## config.mk

```make
export PLATFORM = sky130hd
export DESIGN_NAME = sla_cmd_decoder
export DESIGN_NICKNAME = d
export VERILOG_FILES = /design/src/rtl/sla_cmd_pkg.sv /design/src/rtl/sla_frame_parser.sv /design/src/rtl/sla_cfg_regs.sv /design/src/rtl/sla_rate_tick.sv /design/src/rtl/sla_id_responder.sv /design/src/rtl/sla_cmd_decoder.sv
export SDC_FILE = /design/constraint.sdc
export NUM_CORES = 1
export LEC_CHECK = 0
export ABC_AREA = 1
export BUFFER_PORTS_ARGS = -buffer_cell sky130_fd_sc_hd__buf_2
export CAP_MARGIN = 20
export CELL_PAD_IN_SITES_DETAIL_PLACEMENT = 1
export CELL_PAD_IN_SITES_GLOBAL_PLACEMENT = 2
export CORE_ASPECT_RATIO = 1.1
export CORE_MARGIN = 5
export CORE_UTILIZATION = 30
export DETAILED_ROUTE_END_ITERATION = 7
export GPL_ROUTABILITY_DRIVEN = 0
export MAX_ROUTING_LAYER = met4
export PLACE_DENSITY = 0.82
export SLEW_MARGIN = 20
export SYNTH_ARGS = -nofsm -noshare
export SYNTH_HDL_FRONTEND = slang
export SYNTH_SLANG_ARGS = --single-unit
```

## constraint.sdc

```tcl
create_clock -name clk_i -period 2.15 [get_ports clk_i]
set_clock_uncertainty 0.2 [all_clocks]
set_input_delay 0.43 -clock clk_i [delete_from_list [all_inputs] [get_ports clk_i]]
set_output_delay 0.43 -clock clk_i [all_outputs]
set_load 0.02 [all_outputs]
```

## src/rtl/sla_cmd_pkg.sv

```systemverilog
// Shared opcodes, frame types and identity string for the command decoder.
// Assumes 8-bit received bytes and a fixed four-byte payload per long frame.
package sla_cmd_pkg;

    localparam int BYTE_W        = 8;
    localparam int PAYLOAD_BYTES = 4;
    localparam int WORD_W        = BYTE_W * PAYLOAD_BYTES;
    localparam int ID_LEN        = 4;

    localparam logic [7:0] OP_RESET = 8'h00;
    localparam logic [7:0] OP_RUN   = 8'h01;
    localparam logic [7:0] OP_ID    = 8'h02;
    localparam logic [7:0] OP_META  = 8'h04;
    localparam logic [7:0] OP_DIV   = 8'h80;
    localparam logic [7:0] OP_SIZE  = 8'h81;
    localparam logic [7:0] OP_FLAGS = 8'h82;

    // Word selector carried in opcode bits 1:0 of a trigger-stage frame
    typedef enum logic [1:0] {
        TK_MASK   = 2'd0,
        TK_VALUE  = 2'd1,
        TK_CONFIG = 2'd2,
        TK_NONE   = 2'd3
    } trig_kind_e;

    // Completed long frame, valid for the single cycle of its last byte
    typedef struct packed {
        logic              valid;
        logic [7:0]        opcode;
        logic [WORD_W-1:0] data;
    } long_cmd_t;

    // Registered one-cycle short-command pulses
    typedef struct packed {
        logic rst;
        logic run;
        logic id;
        logic meta;
    } short_cmd_t;

    // Identity reply character at transmit position idx
    function automatic logic [7:0] id_char(input logic [1:0] idx);
        case (idx)
            2'd0:    id_char = 8'h31;
            2'd1:    id_char = 8'h53;
            2'd2:    id_char = 8'h4C;
            default: id_char = 8'h4F;
        endcase
    endfunction

endpackage

```

## src/rtl/sla_frame_parser.sv

```systemverilog
// Splits the received byte stream into one-byte and five-byte frames.
// Short frames become registered one-cycle pulses. Long frames collect their
// payload first byte lowest and are presented combinationally, together with
// the fourth payload byte, for the register bank to commit on that edge.
// Assumes the receiver supplies at most one byte per cycle with no back-pressure.
module sla_frame_parser
    import sla_cmd_pkg::*;
(
    input  logic       clk_i,
    input  logic       rst_n_i,
    input  logic       rx_valid_i,
    input  logic [7:0] rx_data_i,
    output long_cmd_t  long_o,
    output short_cmd_t short_o
);

    localparam int LEFT_W = $clog2(PAYLOAD_BYTES + 1);
    localparam int SH_W   = (PAYLOAD_BYTES - 1) * BYTE_W;

    logic              in_frame_q;
    logic [LEFT_W-1:0] left_q;
    logic [7:0]        op_q;
    logic [SH_W-1:0]   sh_q;
    short_cmd_t        short_q;
    logic [2:0]        zrun_q;

    // Present a finished long frame in the cycle its last byte arrives
    always_comb begin
        long_o.valid  = rx_valid_i && in_frame_q && (left_q == LEFT_W'(1));
        long_o.opcode = op_q;
        long_o.data   = {rx_data_i, sh_q};
    end

    assign short_o = short_q;

    // Frame tracking, payload shifting and short-command pulse generation
    always_ff @(posedge clk_i) begin
        if (!rst_n_i) begin
            in_frame_q <= 1'b0;
            left_q     <= '0;
            op_q       <= '0;
            sh_q       <= '0;
            short_q    <= '0;
        end else begin
            short_q <= '0;
            if (rx_valid_i) begin
                if (!in_frame_q) begin
                    if (rx_data_i[7]) begin
                        in_frame_q <= 1'b1;
                        left_q     <= LEFT_W'(PAYLOAD_BYTES);
                        op_q       <= rx_data_i;
                    end else begin
                        short_q.rst  <= (rx_data_i == OP_RESET);
                        short_q.run  <= (rx_data_i == OP_RUN);
                        short_q.id   <= (rx_data_i == OP_ID);
                        short_q.meta <= (rx_data_i == OP_META);
                    end
                end else begin
                    sh_q   <= {rx_data_i, sh_q[SH_W-1:BYTE_W]};
                    left_q <= left_q - LEFT_W'(1);
                    if (left_q == LEFT_W'(1)) begin
                        in_frame_q <= 1'b0;
                    end
                end
            end
        end
    end

    // Count consecutive zero bytes (saturating) to watch the resync rule
    always_ff @(posedge clk_i) begin
        if (!rst_n_i) begin
            zrun_q <= '0;
        end else if (rx_valid_i) begin
            if (rx_data_i != 8'h00)      zrun_q <= '0;
            else if (zrun_q != 3'd5)     zrun_q <= zrun_q + 3'd1;
        end
    end

    a_r9_resync_idle: assert property (@(posedge clk_i) disable iff (!rst_n_i)
        (zrun_q == 3'd5) |-> !in_frame_q);

    a_r2_one_pulse: assert property (@(posedge clk_i) disable iff (!rst_n_i)
        $onehot0({short_o.rst, short_o.run, short_o.id, short_o.meta}));

endmodule

```

## src/rtl/sla_cfg_regs.sv

```systemverilog
// Configuration register bank written by completed long frames.
// Decodes the opcode, unpacks the count and flag fields and keeps one
// mask/value/config triple per trigger stage. Assumes NUM_STAGES <= 16.
module sla_cfg_regs
    import sla_cmd_pkg::*;
#(
    parameter int NUM_STAGES = 4,
    parameter int DIV_W      = 24,
    parameter int CNT_W      = 16
) (
    input  logic                         clk_i,
    input  logic                         rst_n_i,
    input  long_cmd_t                    cmd_i,
    output logic                         div_wr_o,
    output logic [DIV_W-1:0]             divider_o,
    output logic [CNT_W-1:0]             read_m1_o,
    output logic [CNT_W-1:0]             delay_m1_o,
    output logic [3:0]                   grp_disable_o,
    output logic                         demux_o,
    output logic                         filter_o,
    output logic                         rle_o,
    output logic [NUM_STAGES*WORD_W-1:0] trig_mask_o,
    output logic [NUM_STAGES*WORD_W-1:0] trig_value_o,
    output logic [NUM_STAGES*WORD_W-1:0] trig_cfg_o
);

    logic             size_wr, flags_wr, trig_sel;
    logic [3:0]       stage_f;
    trig_kind_e       kind_f;
    logic [DIV_W-1:0] div_q;
    logic [CNT_W-1:0] read_q, delay_q;
    logic [3:0]       grp_q;
    logic             demux_q, filter_q, rle_q;
    logic             unused_bits;

    // Opcode decode of the frame being committed this cycle
    always_comb begin
        div_wr_o = cmd_i.valid && (cmd_i.opcode == OP_DIV);
        size_wr  = cmd_i.valid && (cmd_i.opcode == OP_SIZE);
        flags_wr = cmd_i.valid && (cmd_i.opcode == OP_FLAGS);
        trig_sel = cmd_i.valid && (cmd_i.opcode[7:6] == 2'b11);
        stage_f  = cmd_i.opcode[5:2];
        kind_f   = trig_kind_e'(cmd_i.opcode[1:0]);
    end

    assign unused_bits = ^{cmd_i.data[WORD_W-1:9], cmd_i.data[7:6]};

    // Divider, capture counts and flags
    always_ff @(posedge clk_i) begin
        if (!rst_n_i) begin
            div_q    <= '0;
            read_q   <= '0;
            delay_q  <= '0;
            grp_q    <= '0;
            demux_q  <= 1'b0;
            filter_q <= 1'b0;
            rle_q    <= 1'b0;
        end else begin
            if (div_wr_o) div_q <= cmd_i.data[DIV_W-1:0];
            if (size_wr) begin
                read_q  <= cmd_i.data[2*CNT_W-1:CNT_W];
                delay_q <= cmd_i.data[CNT_W-1:0];
            end
            if (flags_wr) begin
                demux_q  <= cmd_i.data[0];
                filter_q <= cmd_i.data[1];
                grp_q    <= cmd_i.data[5:2];
                rle_q    <= cmd_i.data[8];
            end
        end
    end

    assign divider_o     = div_q;
    assign read_m1_o     = read_q;
    assign delay_m1_o    = delay_q;
    assign grp_disable_o = grp_q;
    assign demux_o       = demux_q;
    assign filter_o      = filter_q;
    assign rle_o         = rle_q;

    for (genvar s = 0; s < NUM_STAGES; s++) begin : g_stage
        logic              hit;
        logic [WORD_W-1:0] mask_q, value_q, cfg_q;

        assign hit = trig_sel && (stage_f == 4'(s));

        // Trigger words of stage s
        always_ff @(posedge clk_i) begin
            if (!rst_n_i) begin
                mask_q  <= '0;
                value_q <= '0;
                cfg_q   <= '0;
            end else if (hit) begin
                case (kind_f)
                    TK_MASK:   mask_q  <= cmd_i.data;
                    TK_VALUE:  value_q <= cmd_i.data;
                    TK_CONFIG: cfg_q   <= cmd_i.data;
                    default:   ;
                endcase
            end
        end

        assign trig_mask_o [s*WORD_W +: WORD_W] = mask_q;
        assign trig_value_o[s*WORD_W +: WORD_W] = value_q;
        assign trig_cfg_o  [s*WORD_W +: WORD_W] = cfg_q;
    end

    a_r3_no_partial_commit: assert property (@(posedge clk_i) disable iff (!rst_n_i)
        !cmd_i.valid |=> ($stable(div_q) && $stable(read_q) && $stable(delay_q)
                          && $stable(grp_q) && $stable(rle_q)
                          && $stable(trig_mask_o) && $stable(trig_cfg_o)));

endmodule

```

## src/rtl/sla_rate_tick.sv

```systemverilog
// Sample-enable generator: one tick every divider+1 clocks.
// A divider load restarts the count so the new period starts cleanly.
module sla_rate_tick #(
    parameter int DIV_W = 24
) (
    input  logic             clk_i,
    input  logic             rst_n_i,
    input  logic             div_wr_i,
    input  logic [DIV_W-1:0] div_i,
    output logic             tick_o
);

    logic [DIV_W-1:0] cnt_q;
    logic             tick_q;

    // Count base clocks and emit the tick when the period completes
    always_ff @(posedge clk_i) begin
        if (!rst_n_i) begin
            cnt_q  <= '0;
            tick_q <= 1'b0;
        end else if (div_wr_i) begin
            cnt_q  <= '0;
            tick_q <= 1'b0;
        end else if (cnt_q >= div_i) begin
            cnt_q  <= '0;
            tick_q <= 1'b1;
        end else begin
            cnt_q  <= cnt_q + DIV_W'(1);
            tick_q <= 1'b0;
        end
    end

    assign tick_o = tick_q;

    a_r4_cnt_bound: assert property (@(posedge clk_i) disable iff (!rst_n_i)
        cnt_q <= div_i);

endmodule

```

## src/rtl/sla_id_responder.sv

```systemverilog
// Sends the four identity characters on a valid/ready byte output after an
// identify pulse. Requests that arrive while a reply is pending are dropped.
module sla_id_responder
    import sla_cmd_pkg::*;
(
    input  logic       clk_i,
    input  logic       rst_n_i,
    input  logic       req_i,
    output logic       tx_valid_o,
    output logic [7:0] tx_data_o,
    input  logic       tx_ready_i
);

    logic       busy_q;
    logic [1:0] idx_q;

    // Reply sequencing: start when idle, advance on each accepted byte
    always_ff @(posedge clk_i) begin
        if (!rst_n_i) begin
            busy_q <= 1'b0;
            idx_q  <= '0;
        end else if (busy_q) begin
            if (tx_ready_i) begin
                idx_q <= idx_q + 2'd1;
                if (idx_q == 2'(ID_LEN - 1)) busy_q <= 1'b0;
            end
        end else if (req_i) begin
            busy_q <= 1'b1;
            idx_q  <= '0;
        end
    end

    assign tx_valid_o = busy_q;
    assign tx_data_o  = id_char(idx_q);

    a_r10_hold_until_taken: assert property (@(posedge clk_i) disable iff (!rst_n_i)
        (tx_valid_o && !tx_ready_i) |=> (tx_valid_o && $stable(tx_data_o)));

endmodule

```

## src/rtl/sla_cmd_decoder.sv

```systemverilog
// Top of the command decoder: frame parser, configuration bank,
// sample-rate generator and identity responder.
// Assumes one received byte per cycle at most and a transmitter that
// may stall the reply indefinitely.
module sla_cmd_decoder
    import sla_cmd_pkg::*;
#(
    parameter int NUM_STAGES = 4,
    parameter int DIV_W      = 24,
    parameter int CNT_W      = 16
) (
    input  logic                         clk_i,
    input  logic                         rst_n_i,
    input  logic                         rx_valid_i,
    input  logic [7:0]                   rx_data_i,
    output logic                         tx_valid_o,
    output logic [7:0]                   tx_data_o,
    input  logic                         tx_ready_i,
    output logic                         cmd_reset_o,
    output logic                         cmd_run_o,
    output logic                         cmd_id_o,
    output logic                         cmd_meta_o,
    output logic [DIV_W-1:0]             divider_o,
    output logic                         sample_tick_o,
    output logic [CNT_W-1:0]             read_count_m1_o,
    output logic [CNT_W-1:0]             delay_count_m1_o,
    output logic [3:0]                   grp_disable_o,
    output logic                         demux_en_o,
    output logic                         filter_en_o,
    output logic                         rle_en_o,
    output logic [NUM_STAGES*WORD_W-1:0] trig_mask_o,
    output logic [NUM_STAGES*WORD_W-1:0] trig_value_o,
    output logic [NUM_STAGES*WORD_W-1:0] trig_cfg_o
);

    long_cmd_t  long_cmd;
    short_cmd_t short_cmd;
    logic       div_wr;

    sla_frame_parser u_parser (
        .clk_i      (clk_i),
        .rst_n_i    (rst_n_i),
        .rx_valid_i (rx_valid_i),
        .rx_data_i  (rx_data_i),
        .long_o     (long_cmd),
        .short_o    (short_cmd)
    );

    sla_cfg_regs #(
        .NUM_STAGES (NUM_STAGES),
        .DIV_W      (DIV_W),
        .CNT_W      (CNT_W)
    ) u_regs (
        .clk_i         (clk_i),
        .rst_n_i       (rst_n_i),
        .cmd_i         (long_cmd),
        .div_wr_o      (div_wr),
        .divider_o     (divider_o),
        .read_m1_o     (read_count_m1_o),
        .delay_m1_o    (delay_count_m1_o),
        .grp_disable_o (grp_disable_o),
        .demux_o       (demux_en_o),
        .filter_o      (filter_en_o),
        .rle_o         (rle_en_o),
        .trig_mask_o   (trig_mask_o),
        .trig_value_o  (trig_value_o),
        .trig_cfg_o    (trig_cfg_o)
    );

    sla_rate_tick #(
        .DIV_W (DIV_W)
    ) u_tick (
        .clk_i    (clk_i),
        .rst_n_i  (rst_n_i),
        .div_wr_i (div_wr),
        .div_i    (divider_o),
        .tick_o   (sample_tick_o)
    );

    sla_id_responder u_id (
        .clk_i      (clk_i),
        .rst_n_i    (rst_n_i),
        .req_i      (short_cmd.id),
        .tx_valid_o (tx_valid_o),
        .tx_data_o  (tx_data_o),
        .tx_ready_i (tx_ready_i)
    );

    assign cmd_reset_o = short_cmd.rst;
    assign cmd_run_o   = short_cmd.run;
    assign cmd_id_o    = short_cmd.id;
    assign cmd_meta_o  = short_cmd.meta;

endmodule

```

==> summary.txt, run 1 <==
Floorplan
  • Num rows: 97
  • Starting Density: 30.2%
  • I/O pins: 473
  • Placeable Area: 63,500 um^2
  • Die H: 275 um
  • Die width: 251 um
  • Die Area: 69,000 um^2

CTS
  • Worst-path clk slew: 60 ps
  • Root Driver: clkbuf_16
  • Clk Latency, worst-skew pair: 610 ps
  • CTS tree: built
  • Cts bufs inserted: 56
  • CTS sink count: 515
  • Number of H-tree levels: 2
  • Clk buf depth: 3

Detailed routing
  • Pre-antenna DRT Iters: 4
  • Met3 WL: 5.86 mm
  • Wl on met1: 34.3 mm
  • Vias: 18,400
  • Final wirelength: 81.3 mm
  • DR WL/cell: 21.1 um
  • DR vias/cell: 4.78
  • Top Metal Used: met4
  • Met2 WL: 38.9 mm
  • DR iter-0 viols: 793
  • # DRC: 0
  • Post-DRT Antenna Nets: 0

STA
  • Final Slew Violations: 0
  • Final hold slack: 60.1 ps
  • Min Tclk post-route: 2190 ps
  • Worst setup margin: -43.1 ps
  • Slew HR: 61.4%
  • Highest Clock Rate: 456 MHz
  • RSZ-0062 raised after global routing: true
  • Final setup viols: 3
  • Setup TNS: -122 ps
  • Fin crit share: 102%
  • Final Hold Vio Count: 0
  • Slew @ Worst Pin: 579 ps

Setup path
  • Startpoint Class: flip-flop
  • Worst Setup SP: u_id.idx_q[1]
  • Crit Reg-Reg Startpoint: u_parser.left_q[0]
  • CP Data Arrival Time: 1560 ps
  • Critical-path cell list: inv_4 -> ha_2 -> or2_4 -> buf_6
  • CP max stage delay: 380 ps
  • CP Class: reg -> out
  • Data required, critical path: 1520 ps
  • Worst path slowest cell: dfxtp_4
  • Endpoint class of the critical path: primary output
  • CP max FO: 4

Synthesis
  • Synth top area cells: dfxtp_1 (54%), nor2_1 (18%), o21ai_0 (11%), clkbuf_1 (2.5%), ha_1 (2.2%)
  • Cells after Synth: 2,479
  • Top cell type's share of synthesized area: 53.9%
  • Yosys synthesis warning count: 0
  • Post-Syn Area per Cell: 7.72 um^2
  • Syn Nets: 2,524
  • Yosys top cell by area: dfxtp_1
  • Post-Synthesis Cell Area: 19,100 um^2
  • Synth cell types: 33
  • Post-synthesis sequential area ratio: 53.9%
  • #FFs+latches synth: 515

Cells and area
  • Area occupied by multi-input gates: 7710 um^2
  • Nets: 3,003
  • Fin util: 39.9%
  • Fraction of final layout cells sized beyond drive strength 1: 25.1%
  • Final non-filler cell total: 3,850
  • Filler cell count: 7,785
  • Final instance area: 25,300 um^2
  • FF+latch area: 10,300 um^2
  • Syn-to-layout area delta: 32.3%

Global routing
  • Initial antenna violation count: 5
  • GRT Overall Usage: 23.0%
  • Largest net degree at the start of global routing: 77
  • Vias in the first global route: 19,100
  • First-pass GRT wire length: 119 mm
  • Grt total ovfl: 0

Placement
  • Placed cell area: 22,900 um^2
  • IO buf count: 471
  • Final HPWL DP: 57.9 mm
  • Dpl cells: 3,725
  • Pre-CTS setup slack: -96.5 ps

Flow run
  • Max-Cap Viols: 0

Status
  • Failing checks: setup timing
  • Status: finished, violations left

Min path
  • Worst Hold Class: in -> reg
  • Hold_sp: rx_valid_i

Power
  • Peak supply drop: 498 uV
  • Tot Pwr: 21.1 mW
  • Leakage: 11.3 nW
  • PwrDens: 834 nW/um^2
synthesized netlist by cell type (all sizes together):
library cell and instances:
nor2 947, dfxtp 515, o21ai 480, clkbuf 127, inv 100, nand2 93, a21oi 58, buf 53
ha 33, nand3 24, nor3 12, xor2 11, nand4 6, xnor2 6, nand3b 3, a21o 2
or2 2, a211oi 1, a21boi 1, clkinv 1, conb 1, nor4 1, o21bai 1, o22ai 1
registers in the layout, indices dropped and copies added, names as in the netlist:
name                    flops
u_parser.left_q             3
u_regs.grp_disable_o        4
u_regs.rle_o                1
u_parser.op_q               8
u_regs.g_stage.cfg_q      128
u_regs.demux_o              1
u_regs.g_stage.mask_q     128
u_id.tx_valid_o             1
u_regs.divider_o           24
u_regs.delay_m1_o          16
u_parser.in_frame_q         1
u_tick.tick_o               1
u_parser.sh_q              24
u_regs.read_m1_o           16
u_id.idx_q                  2
u_regs.g_stage.value_q    128
u_regs.filter_o             1
u_parser.short_o            4
u_tick.cnt_q               24
worst paths after layout:
path	end	slack (ps)	depth (start not counted)
max reg2reg	u_regs.g_stage[1].value_q[19]	100	9
min	u_parser.in_frame_q	60	3
max	tx_data_o[1]	-40	4
min reg2reg	u_parser.left_q[0]	260	1
layer usage:
metal / up-vias / track usage [%]
met5: - / -
met4: 0 / 6.05
met3: 117 / 7.05
met2: 475 / 38.1
met1: 8965 / 27.3
li1: 8849 / -
kinds of logic after synthesis:
kind of cell    after synthesis  synth area share, %
compound gates              544                 14.3
xor+xnor                     17                0.778
fa+ha+maj                    33                 2.16
buf+inv                     281                 6.55
flops                       515                 53.9
other cells                   1               0.0196
simple gates               1088                 22.3
placed cells by master, fill, tap and decap left out, drive strengths merged:
master	count
a211oi	1
a21boi	1
a21o	2
a21oi	58
buf	591
bufinv	10
clkbuf	73
clkinv	18
clkinvlp	4
conb	1
dfxtp	515
diode	4
dlygate4sd3	8
ha	33
inv	103
nand2	93
nand3	24
nand3b	3
nand4	6
nor2	947
nor3	12
nor4	1
o21ai	480
o21bai	1
o22ai	1
or2	2
xnor2	6
xor2	11
worst max-delay path: cells and delay by family (launching register included):
kind                       cells  cell delay, ps
buffers and inverters          2             170
DFF                            1             380
and+or+nand+nor                1             240
adders and majority gates      1             160
cell type report:
| type | instances | area share, % |
|---|---|---|
| timing repair buffer | 600 | 14.9 |
| tap | 841 | 4.16 |
| inverter | 101 | 1.61 |
| antenna | 4 | 0.0395 |
| sequential | 515 | 40.8 |
| multi-input combinational | 1683 | 30.5 |
| timing repair inverter | 1 | 0.0198 |
| clock buffer | 72 | 6.21 |
| clock inverter | 33 | 1.86 |
where the power goes:
part / leakage (nW) / total (mW) / internal [mW] / switching, mW
sequential: 4.15 / 9.64 / 9.58 / 0.0585
combinational: 6.16 / 0.846 / 0.243 / 0.603
clock: 1.00 / 10.6 / 6.39 / 4.23
total: 11.3 / 21.1 / 16.2 / 4.89
timing repair:
action / CTS / global route
setup endpoints to repair: 40 / 287
pin swaps: 1 / 7
setup buffers: 4 / 3
cloned: 0 / 2
hold buffers: 8 / 0
gates resized for setup: 24 / 72
hold endpoints to repair: 34 / 0
No activity file was read; power rests on OpenSTA's default activity.
==> run 2, diff against run 1 <==
--- a/config.mk
+++ b/config.mk
@@ -12,5 +12,5 @@
 export CELL_PAD_IN_SITES_GLOBAL_PLACEMENT = 2
 export CORE_ASPECT_RATIO = 1.1
-export CORE_MARGIN = 5
+export CORE_MARGIN = 10
 export CORE_UTILIZATION = 30
 export DETAILED_ROUTE_END_ITERATION = 7
==> constraint.sdc (replaced) <==
create_clock -name clk_i -period 2.15 [get_ports clk_i]
set_clock_uncertainty 0.2 [all_clocks]
set_input_delay 0.1075 -clock clk_i [delete_from_list [all_inputs] [get_ports clk_i]]
set_output_delay 0.1075 -clock clk_i [all_outputs]
set_load 0.02 [all_outputs]
==> run 2 against run 1 <==
- the run now ends clean
- setup slack improved by 110 ps
- design area up 1.6%
- power shrank 3.7%
- critical path type is now reg -> reg
- largest cell class unchanged
- largest power group unchanged
==> summary.txt, run 2 (synthesized netlist as in run 1, its figures left out) <==
Setup path
  • Crit Reg-Reg Startpoint: u_parser.left_q[1]
  • Reg2reg path depth: 11 (+2)
  • CP top delay family: simple AND/OR/NAND/NOR gates
  • Crit path depth: 11 (+7)
  • Critical-path cell list: inv_2 -> ha_4 -> nand2_2 -> nor2_4 -> nand3_4 -> inv_8 -> buf_6 -> nand3_4 -> clkbuf_16 -> o21ai_1 -> nor2_1
  • Worst path slowest cell: dfxtp_1
  • Buffers & Inverters on Critical Path: 4 (+2)
  • Data required, critical path: 2450 ps (+930 ps)
  • CP Class: reg -> reg
  • Startpoint Class: flip-flop
  • CP max FO: 8 (+4)
  • CP Data Arrival Time: 2390 ps (+830 ps)
  • Worst flop-to-flop path endpoint: u_regs.g_stage[2].mask_q[14]
  • CP max stage delay: 310 ps (-70 ps)
  • Endpoint class of the critical path: flip-flop
  • Reg2reg setup slack: 70 ps (-30 ps)
  • CP dominant cell by count: nand3_4

Power
  • Switching Share: 23.9% (+0.74 points)
  • Logic pwr share: 4.2% (+0.2 points)
  • Clock Power Share: 48.4% (-1.9 points)
  • Sequential fraction of design power: 47.4% (+1.7 points)
  • NetSw: 4.86 mW (-0.56%)
  • PwrDens: 791 nW/um^2 (-5.1%)
  • Tot Pwr: 20.3 mW (-3.7%)
  • Leakage: 11.5 nW (+1.3%)
  • Peak supply drop: 757 uV (+52%)
  • Int Pwr: 15.5 mW (-4.6%)

Floorplan
  • Die H: 285 um (+3.6%)
  • Placeable Area: 63,500 um^2 (unchanged)
  • Num rows: 97 (unchanged)
  • Die width: 261 um (+4.0%)
  • Starting Density: 30.2% (unchanged)
  • Die Area: 74,300 um^2 (+7.8%)
  • I/O pins: 473 (unchanged)

Cells and area
  • Final non-filler cell total: 3,858 (+0.21%)
  • Syn-to-layout area delta: 34.4%
  • Commonest non-fill, non-tap cell in the layout: nor2_1
  • Fin util: 40.5% (+0.62 points)
  • Final instance area: 25,700 um^2 (+1.6%)
  • Filler cell count: 7,663 (-1.6%)
  • Commonest non-fill, non-tap cells in the layout: nor2_1 (926), dfxtp_1 (488), buf_2 (470), o21ai_0 (396), nand2_1 (81)
  • Area occupied by multi-input gates: 7950 um^2 (+3.0%)
  • Fraction of final layout cells sized beyond drive strength 1: 27.2% (+2.0 points)
  • FF+latch area: 10,300 um^2 (+0.24%)
  • Nets: 3,017 (+0.47%)
  • Top flop regs: u_regs.g_stage.cfg_q (128), u_regs.g_stage.mask_q (128), u_regs.g_stage.value_q (128)

Min path
  • Hold path depth: 5 (+2)
  • Worst Hold Class: in -> reg
  • Hold_sp: tx_ready_i
  • Hold Path Sink: u_id.tx_valid_o

Detailed routing
  • Final wirelength: 87.1 mm (+7.1%)
  • Post-DRT Antenna Nets: 0 (unchanged)
  • Top Metal Used: met4
  • Pre-antenna DRT Iters: 5 (+1)
  • Vias: 18,700 (+1.5%)
  • Met3 WL: 6.04 mm (+3.0%)
  • Wl on met1: 35.9 mm (+4.6%)
  • # DRC: 0 (unchanged)
  • DR iter-0 viols: 1,013 (+28%)
  • Met2 WL: 43.3 mm (+11%)
  • DR vias/cell: 4.84 (+1.3%)
  • DR WL/cell: 22.6 um (+6.9%)

STA
  • Final hold slack: 212 ps (+152 ps)
  • Final Hold Vio Count: 0 (unchanged)
  • Final Slew Violations: 0 (unchanged)
  • Min Tclk post-route: 2080 ps (-108 ps)
  • Setup TNS: 0 ps (+122 ps)
  • Final setup viols: 0 (-3)
  • Slew @ Worst Pin: 572 ps (-7.17 ps)
  • Fin crit share: 97.0% (-5.0 points)
  • Highest Clock Rate: 480 MHz (+5.2%)
  • Worst setup margin: 65.2 ps (+108 ps)
  • Slew HR: 61.9% (+0.48 points)

CTS
  • Root Driver: clkbuf_16
  • Cts bufs inserted: 56 (unchanged)
  • Clk buf depth: 3 (unchanged)
  • Clk Latency, worst-skew pair: 610 ps (about the same)
  • CTS tree: built
  • Number of H-tree levels: 2 (unchanged)
  • CTS sink count: 515 (unchanged)
  • Worst-path clk slew: 60 ps (about the same)

Global routing
  • First-pass GRT wire length: 126 mm (+5.4%)
  • GRT Overall Usage: 22.7% (-0.29 points)
  • Initial antenna violation count: 2 (-3)
  • Grt total ovfl: 0 (unchanged)
  • Largest net degree at the start of global routing: 97 (+26%)
  • Vias in the first global route: 19,500 (+2.3%)

Placement
  • Final HPWL DP: 61.1 mm (+5.5%)
  • Placed cell area: 22,800 um^2 (-0.11%)
  • IO buf count: 471 (unchanged)
  • Pre-CTS setup slack: -180 ps (-83.6 ps)
  • Dpl cells: 3,715 (-0.27%)

Flow run
  • Max-Cap Viols: 0 (unchanged)

Status
  • Status: finished, final reports clean
run 2: power groups by stage:
stage	Combinational, mW	Sequential [mW]	Clock (mW)
after global routing	0.946	9.63	10.5
after floorplan	0.428	9.83	0
after detailed placement	0.806	9.84	0
final	0.856	9.63	9.85
after CTS	0.838	9.63	10.1
after global placement	0.787	9.84	0
run 2: final cells by class:
cell class                 instances  share of cell area, %
timing repair buffer             615                   16.0
clock buffer                      73                   6.13
clock inverter                    29                   1.10
multi-input combinational       1683                   30.9
tap                              841                   4.09
sequential                       515                   40.2
antenna                            1                0.00973
inverter                         101                   1.59
run 2: routing by layer:
metal / track usage, % / vias to the layer above
met1: 26.2 / 9243
met3: 6.51 / 98
met4: 5.10 / 0
li1: - / 8873
met2: 38.3 / 461
met5: - / -
run 2: worst min-delay path, cell delays in order:
cell and delay, ps:
dlygate4sd3_1 520, buf_2 100, nand2_1 60, inv_1 90, a21oi_1 70
run 2: what timing repair did:
item,in CTS,in global routing
hold buffers,13,0
setup buffers,7,12
pin swaps,11,20
endpoints found under the setup margin,60,279
cloned,2,8
resized for setup,52,125
hold endpoints to repair,287,0
run 2: worst max-delay path by stage:
stage,end,slack [ps],start
2_1_floorplan,u_tick.cnt_q[10],210,u_regs.divider_o[23]
4_1_cts,u_tick.cnt_q[0],-20,u_regs.divider_o[13]
3_3_place_gp,u_tick.cnt_q[5],-30,u_regs.divider_o[15]
3_5_place_dp,u_regs.g_stage[2].mask_q[14],-180,u_parser.left_q[1]
5_1_grt,u_regs.g_stage[2].mask_q[11],-20,u_parser.left_q[1]
6_report,u_regs.g_stage[2].mask_q[14],70,u_parser.left_q[1]
==> run 3, diff against run 2 <==
Settings changed: PLACE_DENSITY 0.82 to 0.83, SYNTH_HIERARCHICAL set to 1.
==> run 3 against run 2 <==
- clock power rose by 7%
- final cell count grew 31%
- worst hold slack worse by 71 ps
- combinational power increased by 57%
- sequential power about the same
- via count grew 23%
- power is 5.7% higher
- core utilization is 1.6 points lower
- non-clock buffer count grew 16
- flip-flop and latch count did not move
- die area increased by 20%
- critical endpoint is now u_regs/g_stage[2].value_q[10]
==> summary.txt, run 3 <==
STA
  • Final Slew Violations: 0 (unchanged)
  • Final setup viols: 0 (unchanged)
  • Slew @ Worst Pin: 638 ps (+66.1 ps)
  • RSZ-0062 raised after global routing: true
  • Final Hold Vio Count: 0 (unchanged)
  • Highest Clock Rate: 480 MHz (+0.14%)
  • Min Tclk post-route: 2080 ps (-2.86 ps)
  • Fin crit share: 96.8% (-0.13 points)
  • Final hold slack: 141 ps (-70.7 ps)
  • Slew HR: 57.2% (-4.7 points)
  • Worst setup margin: 68.0 ps (+2.86 ps)

Floorplan
  • Die H: 313 um (+9.7%)
  • Num rows: 107 (+10%)
  • Die Area: 89,400 um^2 (+20%)
  • Die width: 286 um (+9.6%)
  • Placeable Area: 77,200 um^2 (+22%)
  • I/O pins: 473 (unchanged)
  • Starting Density: 30.2% (+0.070 points)

Flow run
  • Max-Cap Viols: 0 (unchanged)

Global routing
  • GR Layer Usage met3: 6.14% (-0.37 points)
  • Vias in the first global route: 22,800 (+16%)
  • Initial antenna violation count: 3 (+1)
  • Met2 GRT Util: 35.7% (-2.5 points)
  • Grt total ovfl: 0 (unchanged)
  • First-pass GRT wire length: 148 mm (+18%)
  • Largest net degree at the start of global routing: 107 (+10%)
  • GRT met1 Usage: 27.1% (+0.87 points)
  • Most Crowded Layer GR: met2
  • GRT Overall Usage: 22.3% (-0.43 points)

Setup path
  • Startpoint Class: flip-flop
  • Critical-path cell list: inv_2 -> ha_4 -> nand2_4 -> nor2_4 -> buf_6 -> nand2_8 -> nor2_4 -> buf_12 -> nand3_4 -> clkbuf_16 -> nand2_1 -> inv_1 -> nor2_1
  • CP Class: reg -> reg
  • CP top delay family: simple AND/OR/NAND/NOR gates
  • Data required, critical path: 2520 ps (+70 ps)
  • Buffers & Inverters on Critical Path: 5 (+1)
  • CP dominant cell by count: nor2_4
  • CP max FO: 15 (+7)
  • Worst path slowest cell: dfxtp_2
  • Endpoint class of the critical path: flip-flop
  • CP Data Arrival Time: 2450 ps (+60 ps)
  • CP max stage delay: 310 ps (about the same)

Synthesis
  • Yosys top cell by area: dfxtp_1
  • Top cell type's share of synthesized area: 44.2% (-9.7 points)
  • Yosys synthesis warning count: 6 (+6)
  • Post-Synthesis Cell Area: 23,300 um^2 (+22%)
  • Async set or reset register ratio after synthesis: 0% (unchanged)
  • Commonest cells in the synthesized netlist: nand2_1 (851), nor2_1 (731), inv_1 (581)
  • Prevailing post-synth register cell: dfxtp_1
  • Cells after Synth: 3,536 (+43%)
  • Syn Nets: 3,581 (+42%)
  • #FFs+latches synth: 515 (unchanged)
  • Synth top area cells: dfxtp_1 (44%), nand2_1 (14%), nor2_1 (12%), inv_1 (9.3%), nand4_1 (5.5%)
  • Post-Syn Area per Cell: 6.60 um^2 (-14%)
  • Most common cell in the netlist: nand2_1
  • Synth cell types: 36 (+9.1%)
  • Post-synthesis sequential area ratio: 44.2% (-9.7 points)
  • Post-synth EDFFs: 0 (unchanged)

Placement
  • Final HPWL DP: 69.5 mm (+14%)
  • Pre-CTS setup slack: -10.6 ps (+170 ps)
  • Placed cell area: 27,300 um^2 (+19%)
  • Dpl cells: 4,912 (+32%)
  • IO buf count: 471 (unchanged)

Cells and area
  • Syn-to-layout area delta: 28.6%
  • Commonest non-fill, non-tap cells in the layout: nand2_1 (836), nor2_1 (721), inv_1 (578), dfxtp_1 (511), buf_2 (470)
  • Fraction of final layout cells sized beyond drive strength 1: 19.2% (-8.0 points)
  • Commonest non-fill, non-tap cell in the layout: nand2_1
  • Fin util: 38.9% (-1.6 points)
  • Top flop regs: u_regs/g_stage.cfg_q (128), u_regs/g_stage.mask_q (128), u_regs/g_stage.value_q (128)
  • Final instance area: 30,000 um^2 (+17%)
  • Final non-filler cell total: 5,052 (+31%)
  • Nets: 4,024 (+33%)

CTS
  • CTS tree: built
  • Clk buf depth: 3 (unchanged)
  • CTS sink count: 515 (unchanged)
  • Root Driver: clkbuf_16
  • Cts bufs inserted: 60 (+7.1%)
  • Clk Latency, worst-skew pair: 640 ps (+30 ps)
  • Worst-path clk slew: 60 ps (about the same)
  • Number of H-tree levels: 2 (unchanged)

Power
  • PwrDens: 716 nW/um^2 (-9.5%)
  • Leakage: 15.1 nW (+32%)
  • Peak supply drop: 709 uV (-6.3%)

Detailed routing
  • DR WL/cell: 20.3 um (-10%)
  • DR iter-0 viols: 1,326 (+31%)
  • Final wirelength: 102 mm (+18%)
  • Pre-antenna DRT Iters: 5 (unchanged)
  • DR vias/cell: 4.55 (-6.0%)
  • # DRC: 0 (unchanged)
  • Post-DRT Antenna Nets: 0 (unchanged)
  • Vias: 23,000 (+23%)

Min path
  • Worst Hold Class: in -> reg

Status
  • Status: finished, final reports clean
## run 3: what timing repair did
| item | in CTS | in global routing |
|---|---|---|
| endpoints found under the hold margin | 469 | 0 |
| gates cloned | 0 | 15 |
| hold buffers | 16 | 0 |
| pin swaps | 1 | 27 |
| endpoints found under the setup margin | 46 | 198 |
| gates resized for setup | 3 | 47 |
| setup buffers | 2 | 7 |
## run 3: kinds of logic after synthesis
family                     share of synthesized area (%)
xor gates and xnor gates                           0.563
AOI/OAI and AO/OA                                   3.38
DFF                                                 44.2
adders and majority gates                           1.77
buffers and inverters                               14.5
and+or+nand+nor                                     35.6
other                                             0.0161
## run 3: tightest hold or removal path: stages
cell	delay (ps)
dlygate4sd3_1	520
buf_2	100
nand2_2	70
nand2_1	100
a21oi_2	50
## run 3: layout make-up
cell class	count	area, um^2
Fill cell	9928	47200
Sequential cell	515	10300
Multi-Input combinational cell	2177	9790
Timing Repair Buffer	631	4430
Inverter	594	2240
Clock buffer	88	1760
Tap cell	1035	1290
Clock inverter	11	195
Antenna cell	1	2.50
## run 3: path summary, 6_finish.rpt
kind	startpoint	endpoint	slack, ps	depth (start not counted)
setup reg to reg	u_parser/left_q[1]	u_regs/g_stage[2].value_q[10]	70	13
hold reg to reg	u_tick/cnt_q[0]	u_tick/cnt_q[0]	260	1
setup / recovery	u_parser/left_q[1]	u_regs/g_stage[2].value_q[10]	70	13
hold / removal	tx_ready_i	u_id/idx_q[0]	140	5
## run 3: stage by stage
stage          power [mW]  setup TNS [ps]
2_1_floorplan        10.6               0
3_3_place_gp         11.2               0
3_5_place_dp         11.2           -26.6
4_1_cts              21.8               0
5_1_grt              22.3           -1640
6_report             21.5               0
## run 3: routing by layer
| layer | routed length [um] | share of wire, % |
|---|---|---|
| met3 | 7090 | 6.9 |
| met5 | 0 | 0 |
| met1 | 44900 | 44 |
| met4 | 2720 | 2.7 |
| met2 | 47700 | 47 |
## run 3: power breakdown
group | switching, mW | internal [mW]
Combinational | 1.03 | 0.312
Clock | 4.31 | 6.18
Sequential | 0.0703 | 9.58
Total | 5.41 | 16.1
